### src/rtl/ahb_mon_pkg.sv
package ahb_mon_pkg;
  localparam logic [1:0] TR_IDLE   = 2'd0;
  localparam logic [1:0] TR_BUSY   = 2'd1;
  localparam logic [1:0] TR_NONSEQ = 2'd2;
  localparam logic [1:0] TR_SEQ    = 2'd3;

  localparam logic [1:0] RS_OKAY  = 2'd0;
  localparam logic [1:0] RS_ERROR = 2'd1;

  localparam int RULE_HOLD        = 0;
  localparam int RULE_AFTER_IDLE  = 1;
  localparam int RULE_RESP_FIRST  = 2;
  localparam int RULE_RESP_SECOND = 3;
  localparam int RULE_IDLE_OKAY   = 4;
  localparam int RULE_WAIT        = 5;
  localparam int RULE_MULTI_SEL   = 6;
  localparam int RULE_SIZE        = 7;
  localparam int RULE_ALIGN       = 8;
  localparam int NUM_RULES        = 9;

  function automatic logic is_active(input logic [1:0] t);
    return t[1];
  endfunction
endpackage

### src/rtl/ahb_sel_encoder.sv
module ahb_sel_encoder #(
  parameter int N = 4,
  parameter int W = (N > 1) ? $clog2(N) : 1
) (
  input  logic [N-1:0] sel_i,
  output logic [W-1:0] idx_o,
  output logic         multi_o
);
  generate
    if (N == 1) begin : g_single
      assign idx_o   = '0;
      assign multi_o = 1'b0;
    end else begin : g_multi
      always_comb begin
        idx_o = '0;
        for (int i = N - 1; i >= 0; i--) begin
          if (sel_i[i]) idx_o = W'(i);
        end
      end
      assign multi_o = (sel_i & (sel_i - N'(1))) != '0;
    end
  endgenerate
endmodule

### src/rtl/ahb_rule_engine.sv
module ahb_rule_engine
  import ahb_mon_pkg::*;
#(
  parameter int ADDR_W  = 32,
  parameter int DATA_W  = 32,
  parameter int NUM_SLV = 4,
  parameter int WAIT_W  = 16,
  parameter int SLV_W   = (NUM_SLV > 1) ? $clog2(NUM_SLV) : 1
) (
  input  logic                 clk,
  input  logic                 rst,
  input  logic [NUM_SLV-1:0]   hsel,
  input  logic [ADDR_W-1:0]    haddr,
  input  logic [1:0]           htrans,
  input  logic                 hwrite,
  input  logic [2:0]           hsize,
  input  logic [2:0]           hburst,
  input  logic                 hready,
  input  logic [1:0]           hresp,
  input  logic [WAIT_W-1:0]    max_wait,
  output logic [NUM_RULES-1:0] raw_o,
  output logic [SLV_W-1:0]     dp_slv_o
);
  localparam int          MAX_SIZE = $clog2(DATA_W / 8);
  localparam logic [WAIT_W-1:0] CNT_TOP = '1;

  logic [ADDR_W-1:0] p_addr;
  logic [1:0]        p_trans, p_resp, dp_trans;
  logic              p_write, p_ready, pair_open, past_valid;
  logic [2:0]        p_size, p_burst;
  logic [WAIT_W-1:0] wait_cnt;
  logic [SLV_W-1:0]  sel_idx;
  logic              sel_multi;
  logic [7:0]        align_mask;
  logic              ctrl_moved, hold_armed, not_okay;

  ahb_sel_encoder #(.N(NUM_SLV), .W(SLV_W)) u_enc (
    .sel_i  (hsel),
    .idx_o  (sel_idx),
    .multi_o(sel_multi)
  );

  always_ff @(posedge clk) begin
    if (rst) begin
      p_addr     <= '0;
      p_trans    <= TR_IDLE;
      p_write    <= 1'b0;
      p_size     <= '0;
      p_burst    <= '0;
      p_ready    <= 1'b1;
      p_resp     <= RS_OKAY;
      pair_open  <= 1'b0;
      dp_trans   <= TR_IDLE;
      dp_slv_o   <= '0;
      wait_cnt   <= '0;
      past_valid <= 1'b0;
    end else begin
      p_addr     <= haddr;
      p_trans    <= htrans;
      p_write    <= hwrite;
      p_size     <= hsize;
      p_burst    <= hburst;
      p_ready    <= hready;
      p_resp     <= hresp;
      pair_open  <= (hresp != RS_OKAY) && !hready && !pair_open;
      past_valid <= 1'b1;
      if (hready) begin
        dp_trans <= htrans;
        dp_slv_o <= sel_idx;
      end
      if (hready) wait_cnt <= '0;
      else if (wait_cnt != CNT_TOP) wait_cnt <= wait_cnt + WAIT_W'(1);
    end
  end

  assign not_okay   = hresp != RS_OKAY;
  assign hold_armed = !p_ready && is_active(p_trans) && (p_resp == RS_OKAY);
  assign ctrl_moved = (haddr != p_addr) || (htrans != p_trans) || (hwrite != p_write)
                    || (hsize != p_size) || (hburst != p_burst);
  assign align_mask = (8'd1 << hsize) - 8'd1;

  always_comb begin
    raw_o                   = '0;
    raw_o[RULE_HOLD]        = hold_armed && ctrl_moved;
    raw_o[RULE_AFTER_IDLE]  = (p_trans == TR_IDLE) && ((htrans == TR_SEQ) || (htrans == TR_BUSY));
    raw_o[RULE_RESP_FIRST]  = not_okay && hready && !pair_open;
    raw_o[RULE_RESP_SECOND] = pair_open && (!hready || (hresp != p_resp));
    raw_o[RULE_IDLE_OKAY]   = !is_active(dp_trans) && not_okay;
    raw_o[RULE_WAIT]        = !hready && (wait_cnt >= max_wait);
    raw_o[RULE_MULTI_SEL]   = sel_multi;
    raw_o[RULE_SIZE]        = is_active(htrans) && (int'(hsize) > MAX_SIZE);
    raw_o[RULE_ALIGN]       = is_active(htrans) && ((haddr[7:0] & align_mask) != 8'd0);
  end


  wait_first_low_chk: assert property (@(posedge clk) disable iff (rst)
    (past_valid && raw_o[RULE_WAIT] && $past(hready)) |-> (max_wait == '0));


  resp_pair_chk: assert property (@(posedge clk) disable iff (rst)
    (past_valid && raw_o[RULE_RESP_SECOND]) |-> ($past(hresp) != RS_OKAY && !$past(hready)));
endmodule

### src/rtl/ahb_chk_regs.sv
module ahb_chk_regs #(
  parameter int ERR_W    = 73,
  parameter int WAIT_W   = 16,
  parameter int DEF_WAIT = 16,
  parameter int RA_W     = 4
) (
  input  logic              clk,
  input  logic              rst,
  input  logic              reg_we,
  input  logic [RA_W-1:0]   reg_addr,
  input  logic [31:0]       reg_wdata,
  input  logic [ERR_W-1:0]  err_i,
  output logic [31:0]       reg_rdata,
  output logic              en_o,
  output logic [ERR_W-1:0]  mask_o,
  output logic [WAIT_W-1:0] max_wait_o
);
  localparam int NW        = (ERR_W + 31) / 32;
  localparam int PAD       = NW * 32;
  localparam int CTRL_ADDR = 0;
  localparam int WAIT_ADDR = 1;
  localparam int MASK_BASE = 2;
  localparam int SUM_BASE  = MASK_BASE + NW;
  localparam logic [PAD-1:0] VALID = ({{(PAD-1){1'b0}}, 1'b1} << ERR_W) - PAD'(1);

  logic [PAD-1:0] mask_q, sum_q, err_pad, mask_wr, mask_nx, sum_clr;
  logic [31:0]    rd_mux;
  logic           past_valid;

  assign err_pad = PAD'(err_i);

  generate
    for (genvar w = 0; w < NW; w++) begin : g_word
      logic hit_mask, hit_sum;
      assign hit_mask = reg_we && (reg_addr == RA_W'(MASK_BASE + w));
      assign hit_sum  = reg_we && (reg_addr == RA_W'(SUM_BASE + w));
      assign mask_wr[w*32 +: 32] = {32{hit_mask}};
      assign mask_nx[w*32 +: 32] = reg_wdata & VALID[w*32 +: 32];
      assign sum_clr[w*32 +: 32] = hit_sum ? reg_wdata : 32'd0;
    end
  endgenerate

  always_ff @(posedge clk) begin
    if (rst) begin
      en_o       <= 1'b0;
      max_wait_o <= WAIT_W'(DEF_WAIT);
      mask_q     <= '0;
      sum_q      <= '0;
      past_valid <= 1'b0;
    end else begin
      past_valid <= 1'b1;
      if (reg_we && reg_addr == RA_W'(CTRL_ADDR)) en_o <= reg_wdata[0];
      if (reg_we && reg_addr == RA_W'(WAIT_ADDR)) max_wait_o <= reg_wdata[WAIT_W-1:0];
      mask_q <= (mask_q & ~mask_wr) | (mask_nx & mask_wr);
      sum_q  <= ((sum_q & ~sum_clr) | err_pad) & VALID;
    end
  end

  assign mask_o = mask_q[ERR_W-1:0];

  always_comb begin
    rd_mux = 32'd0;
    if (reg_addr == RA_W'(CTRL_ADDR)) rd_mux = {31'd0, en_o};
    if (reg_addr == RA_W'(WAIT_ADDR)) rd_mux = 32'(max_wait_o);
    for (int w = 0; w < NW; w++) begin
      if (reg_addr == RA_W'(MASK_BASE + w)) rd_mux = mask_q[w*32 +: 32];
      if (reg_addr == RA_W'(SUM_BASE + w))  rd_mux = sum_q[w*32 +: 32];
    end
  end

  always_ff @(posedge clk) begin
    if (rst) reg_rdata <= 32'd0;
    else     reg_rdata <= rd_mux;
  end


  summary_sticky_chk: assert property (@(posedge clk) disable iff (rst)
    (past_valid && !$past(reg_we)) |-> ((sum_q & $past(sum_q)) == $past(sum_q)));


  err_recorded_chk: assert property (@(posedge clk) disable iff (rst)
    (|err_i) |=> ((sum_q[ERR_W-1:0] & $past(err_i)) == $past(err_i)));
endmodule

### src/rtl/ahb_rule_monitor.sv
module ahb_rule_monitor
  import ahb_mon_pkg::*;
#(
  parameter int ERR_W    = 73,
  parameter int ADDR_W   = 32,
  parameter int DATA_W   = 32,
  parameter int NUM_SLV  = 4,
  parameter int MST_W    = 4,
  parameter int WAIT_W   = 16,
  parameter int DEF_WAIT = 16,
  parameter int RA_W     = 4,
  parameter int SLV_W    = (NUM_SLV > 1) ? $clog2(NUM_SLV) : 1
) (
  input  logic               clk,
  input  logic               rst,
  input  logic [NUM_SLV-1:0] hsel,
  input  logic [ADDR_W-1:0]  haddr,
  input  logic [1:0]         htrans,
  input  logic               hwrite,
  input  logic [2:0]         hsize,
  input  logic [2:0]         hburst,
  input  logic               hready,
  input  logic [1:0]         hresp,
  input  logic [MST_W-1:0]   hmaster,
  input  logic               reg_we,
  input  logic [RA_W-1:0]    reg_addr,
  input  logic [31:0]        reg_wdata,
  output logic [31:0]        reg_rdata,
  output logic [ERR_W-1:0]   err_o,
  output logic [MST_W-1:0]   mst_id_o,
  output logic [SLV_W-1:0]   slv_id_o
);
  logic [NUM_RULES-1:0] raw;
  logic [ERR_W-1:0]     raw_full, mask;
  logic [WAIT_W-1:0]    max_wait;
  logic [SLV_W-1:0]     dp_slv;
  logic                 enable;

  ahb_rule_engine #(
    .ADDR_W(ADDR_W), .DATA_W(DATA_W), .NUM_SLV(NUM_SLV),
    .WAIT_W(WAIT_W), .SLV_W(SLV_W)
  ) u_engine (
    .clk(clk), .rst(rst), .hsel(hsel), .haddr(haddr), .htrans(htrans),
    .hwrite(hwrite), .hsize(hsize), .hburst(hburst), .hready(hready),
    .hresp(hresp), .max_wait(max_wait), .raw_o(raw), .dp_slv_o(dp_slv)
  );

  ahb_chk_regs #(
    .ERR_W(ERR_W), .WAIT_W(WAIT_W), .DEF_WAIT(DEF_WAIT), .RA_W(RA_W)
  ) u_regs (
    .clk(clk), .rst(rst), .reg_we(reg_we), .reg_addr(reg_addr),
    .reg_wdata(reg_wdata), .err_i(err_o), .reg_rdata(reg_rdata),
    .en_o(enable), .mask_o(mask), .max_wait_o(max_wait)
  );

  assign raw_full = ERR_W'(raw);
  assign err_o    = (rst || !enable) ? '0 : (raw_full & ~mask);
  assign mst_id_o = (|err_o) ? hmaster : '0;
  assign slv_id_o = (|err_o) ? dp_slv : '0;


  disable_quiet_chk: assert property (@(posedge clk) disable iff (rst)
    (reg_we && reg_addr == RA_W'(0) && !reg_wdata[0]) |=> (err_o == '0));
endmodule

### config.mk
export PLATFORM = sky130hd
export DESIGN_NAME = ahb_rule_monitor
export DESIGN_NICKNAME = d
export VERILOG_FILES = /design/src/rtl/ahb_mon_pkg.sv /design/src/rtl/ahb_sel_encoder.sv /design/src/rtl/ahb_rule_engine.sv /design/src/rtl/ahb_chk_regs.sv /design/src/rtl/ahb_rule_monitor.sv
export SDC_FILE = /design/constraint.sdc
export NUM_CORES = 1
export LEC_CHECK = 0
export BUFFER_PORTS_ARGS = -buffer_cell sky130_fd_sc_hd__buf_4
export CORE_MARGIN = 3
export CORE_UTILIZATION = 50
export CTS_CLUSTER_SIZE = 40
export DETAILED_ROUTE_END_ITERATION = 8
export PLACE_DENSITY = 0.72
export SYNTH_ARGS = -nofsm -noshare
export SYNTH_HDL_FRONTEND = slang
export SYNTH_SLANG_ARGS = --single-unit
### constraint.sdc
create_clock -name clk -period 6.1 [get_ports clk]
set_input_delay 0.61 -clock clk [delete_from_list [all_inputs] [get_ports clk]]
set_output_delay 0.61 -clock clk [all_outputs]
set_load 0.01 [all_outputs]
==> metrics.md <==
| Metric | Value |
|---|---|
| First-pass GRT wire length | `47.0 mm` |
| Period utilization | `58.3%` |
| CP max-delay cell | `o211ai_1` |
| Ports | `202` |
| Synth cell types | `62` |
| Via count of the first global-routing pass | `8998` |
| Reg2reg end | `u_engine.wait_cnt[0]` |
| Synth top area share | `48.7%` |
| CTS Hold Buffers Added | `0` |
| Final net count | `1535` |
| Clock-pin slew on the worst setup and hold paths | `0.06 ns` |
| Gate power share | `5.9%` |
| Worst Hold Class | `in2reg` |
| Crit path buf inv count | `2` |
| Synth-to-Final Area Change | `16.6%` |
| TritonCTS clock tree | `done` |
| Clock power share | `46.8%` |
| HPWL Detailed | `19.5 mm` |
| Avg WL per Cell | `17.2 um` |
| PortBufs | `137` |
| Power Density | `294 nW/um2` |
| Final Util | `59.6%` |
| Final Hold Violating Endpoints | `0` |
| Largest net degree at the start of global routing | `82` |
| Seq cells post-synth | `282` |
| Core area | `22700 um2` |
| Crit path max-delay family | `compound AO/OA/AOI/OAI gates` |
| Period minus WS final | `3.56 ns` |
| Crit path from | `u_engine.wait_cnt[0]` |
| Cells after synthesis | `1327` |
| First-pass DRT Iterations | `6` |
| Asr flop ratio synth | `0%` |
| Max_cap viols | `0` |
| GRT Resource Usage Total | `22.9%` |
| Startpoint types | `flop` |
| Setup crit end kind | `output port` |
| Worst hold path startpoint | `haddr[17]` |
| Slew of the pin with the lowest slew margin | `1.30 ns` |
| Remaining DRCs | `0` |
| Synth top cells by count | `282 x dfxtp_1, 282 x nand2_1, 119 x a21oi_1` |
| Sequential fraction of the synthesis area | `48.7%` |
| Die area | `25100 um2` |
| CP arrival | `2.95 ns` |
| Synth area leaders | `dfxtp_1 49%, nand2_1 9.1%, a21oi_1 5.1%` |
| CP endpoint | `mst_id_o[3]` |
| Slew headroom | `12.4%` |
| Longest Clk Path Bufs | `3` |
| R2R setup slack | `3.50 ns` |
| Die height | `158 um` |
| Die width | `158 um` |
| CP cell instances | `inv_1, ha_1, or3b_2, o2111ai_1, a31oi_1, o211ai_1, a31oi_1, buf_4` |
| Critical Path Stages | `8` |
| Total CTS buffers | `29` |
| Setup bufs post-CTS | `0` |
| # rows | `55` |
| RSZ-0062 raised after global routing | `false` |
| Total gr overflow | `0` |
| Slowest stage delay, CP | `0.60 ns` |
| Endpoints failing setup | `0` |
| RePlAce Congestion | `0.830` |
| Reported leakage power | `5.47 nW` |
| Cells on worst reg2reg path | `6` |
| Pint | `3.09 mW` |
| F_max | `281 MHz` |
| Clk Tree Root Cell | `clkbuf_16` |
| H-tree levels | `1` |
| Flop pwr share | `47.4%` |
| Iter 0 DRT Violations | `739` |
| PostCTS Resize Cnt | `0` |
| Clock sinks | `282` |
| Via count | `9441` |
| Routed WL | `29.7 mm` |
| Switching share of power | `22.1%` |
| Antenna Cells | `0` |
| Status | `complete, no violations` |
| Post-Syn Area per Cell | `8.74 um2` |
| Type of the worst setup path | `reg2out` |
| Syn. warnings | `0` |
| Routed Antenna Nets | `0` |
| Worst R2R Start | `u_engine.wait_cnt[0]` |
| Pins Over Slew Limit | `0` |
| Main synth FF type | `dfxtp_1` |
| Initial antenna violation count | `0` |
| Psw | `0.880 mW` |
| Total negative slack | `0 ns` |
| DR vias/cell | `5.45` |
| Leading area contributor after synthesis | `dfxtp_1` |
| Critical Path Most Common Cell | `a31oi_1` |
| Starting Density | `51.1%` |
| Number of synthesized flops with an enable pin | `0` |
| Fin Clk Skew | `0.00633 ns` |
| Share of cells above drive strength 1 | `15.3%` |
| Clock Latency Late Sink | `0.55 ns` |
| Data required, critical path | `5.49 ns` |
| Critical Path Fanout Max | `8` |
| Maximum ir drop on the vdd rail | `0.000251 V` |
| Post-Syn Area | `11600 um2` |
[final cells by class]
type                            count  area (um2)
Sequential cell                   282        5650
Tap cell                          285         357
Fill cell                        1985        9180
Clock inverter                     10         158
Multi-Input combinational cell    926        5240
Inverter                           36         135
Clock buffer                       43         858
Timing Repair Buffer              151        1130
[layout by cell type (no fill, tap or decap), types with 33 or more instances in the layout]
cell and count:
nand2_1 282, dfxtp_1 282, buf_4 151, a21oi_1 118, and3_1 65, conb_1 64
a22oi_1 54, xor2_1 42, nor2b_1 42, inv_1 36, nor2_1 33
[power by group through the flow]
| stage | registers, mW | clock network, mW | logic (mW) |
|---|---|---|---|
| floorplan | 1.92 | 0 | 0.156 |
| global placement | 1.92 | 0 | 0.227 |
| detailed placement | 1.92 | 0 | 0.231 |
| CTS | 1.88 | 1.89 | 0.232 |
| global route | 1.88 | 1.96 | 0.256 |
| finish | 1.88 | 1.86 | 0.233 |
[logic make-up (layout without fill, tap and decap cells)]
kind of cell	count (synthesis)	count (layout)	share of synthesized area, %
buf+inv	182	240	8.46
fa+ha+maj	18	18	1.94
mux	6	6	0.518
flops	282	282	48.7
compound gates	261	261	14.3
other cells	1	64	0.0323
xor+xnor	54	54	4.08
simple gates	523	523	22.0
[metal layers]
layer	GRT usage (%)	vias up	wire length, um
met5	0	-	0
met4	5.57	0	524
met3	3.78	42	2120
met2	38.6	347	14400
met1	31.0	4454	12700
li1	-	4598	-
[worst min path at each step]
stage | end | slack, ns | cells past startpoint
after global placement | flop | 0.44 | 2
after floorplan | u_engine.pair_open | 0.43 | 1
after global routing | u_engine.p_addr[27] | 0.29 | 2
after detailed placement | u_regs.mask_q[88] | 0.44 | 1
final | u_engine.p_addr[17] | 0.29 | 2
after CTS | u_engine.p_addr[15] | 0.28 | 2
[through the flow]
| step | worst slack, ns | area [um2] | power (mW) | cells | hold slack, ns |
|---|---|---|---|---|---|
| after floorplan | 3.38 | 11800 | 2.08 | 1390 | 0.427 |
| after global placement | 2.89 | 12500 | 2.15 | 1680 | 0.438 |
| after CTS | 2.51 | 13500 | 4.00 | 1733 | 0.276 |
| after global routing | 2.32 | 13500 | 4.10 | 1733 | 0.286 |
| final | 2.54 | 13500 | 3.97 | 1733 | 0.291 |
| after detailed placement | 2.84 | 12500 | 2.15 | 1680 | 0.444 |
Power figures use the tool's default switching activity.
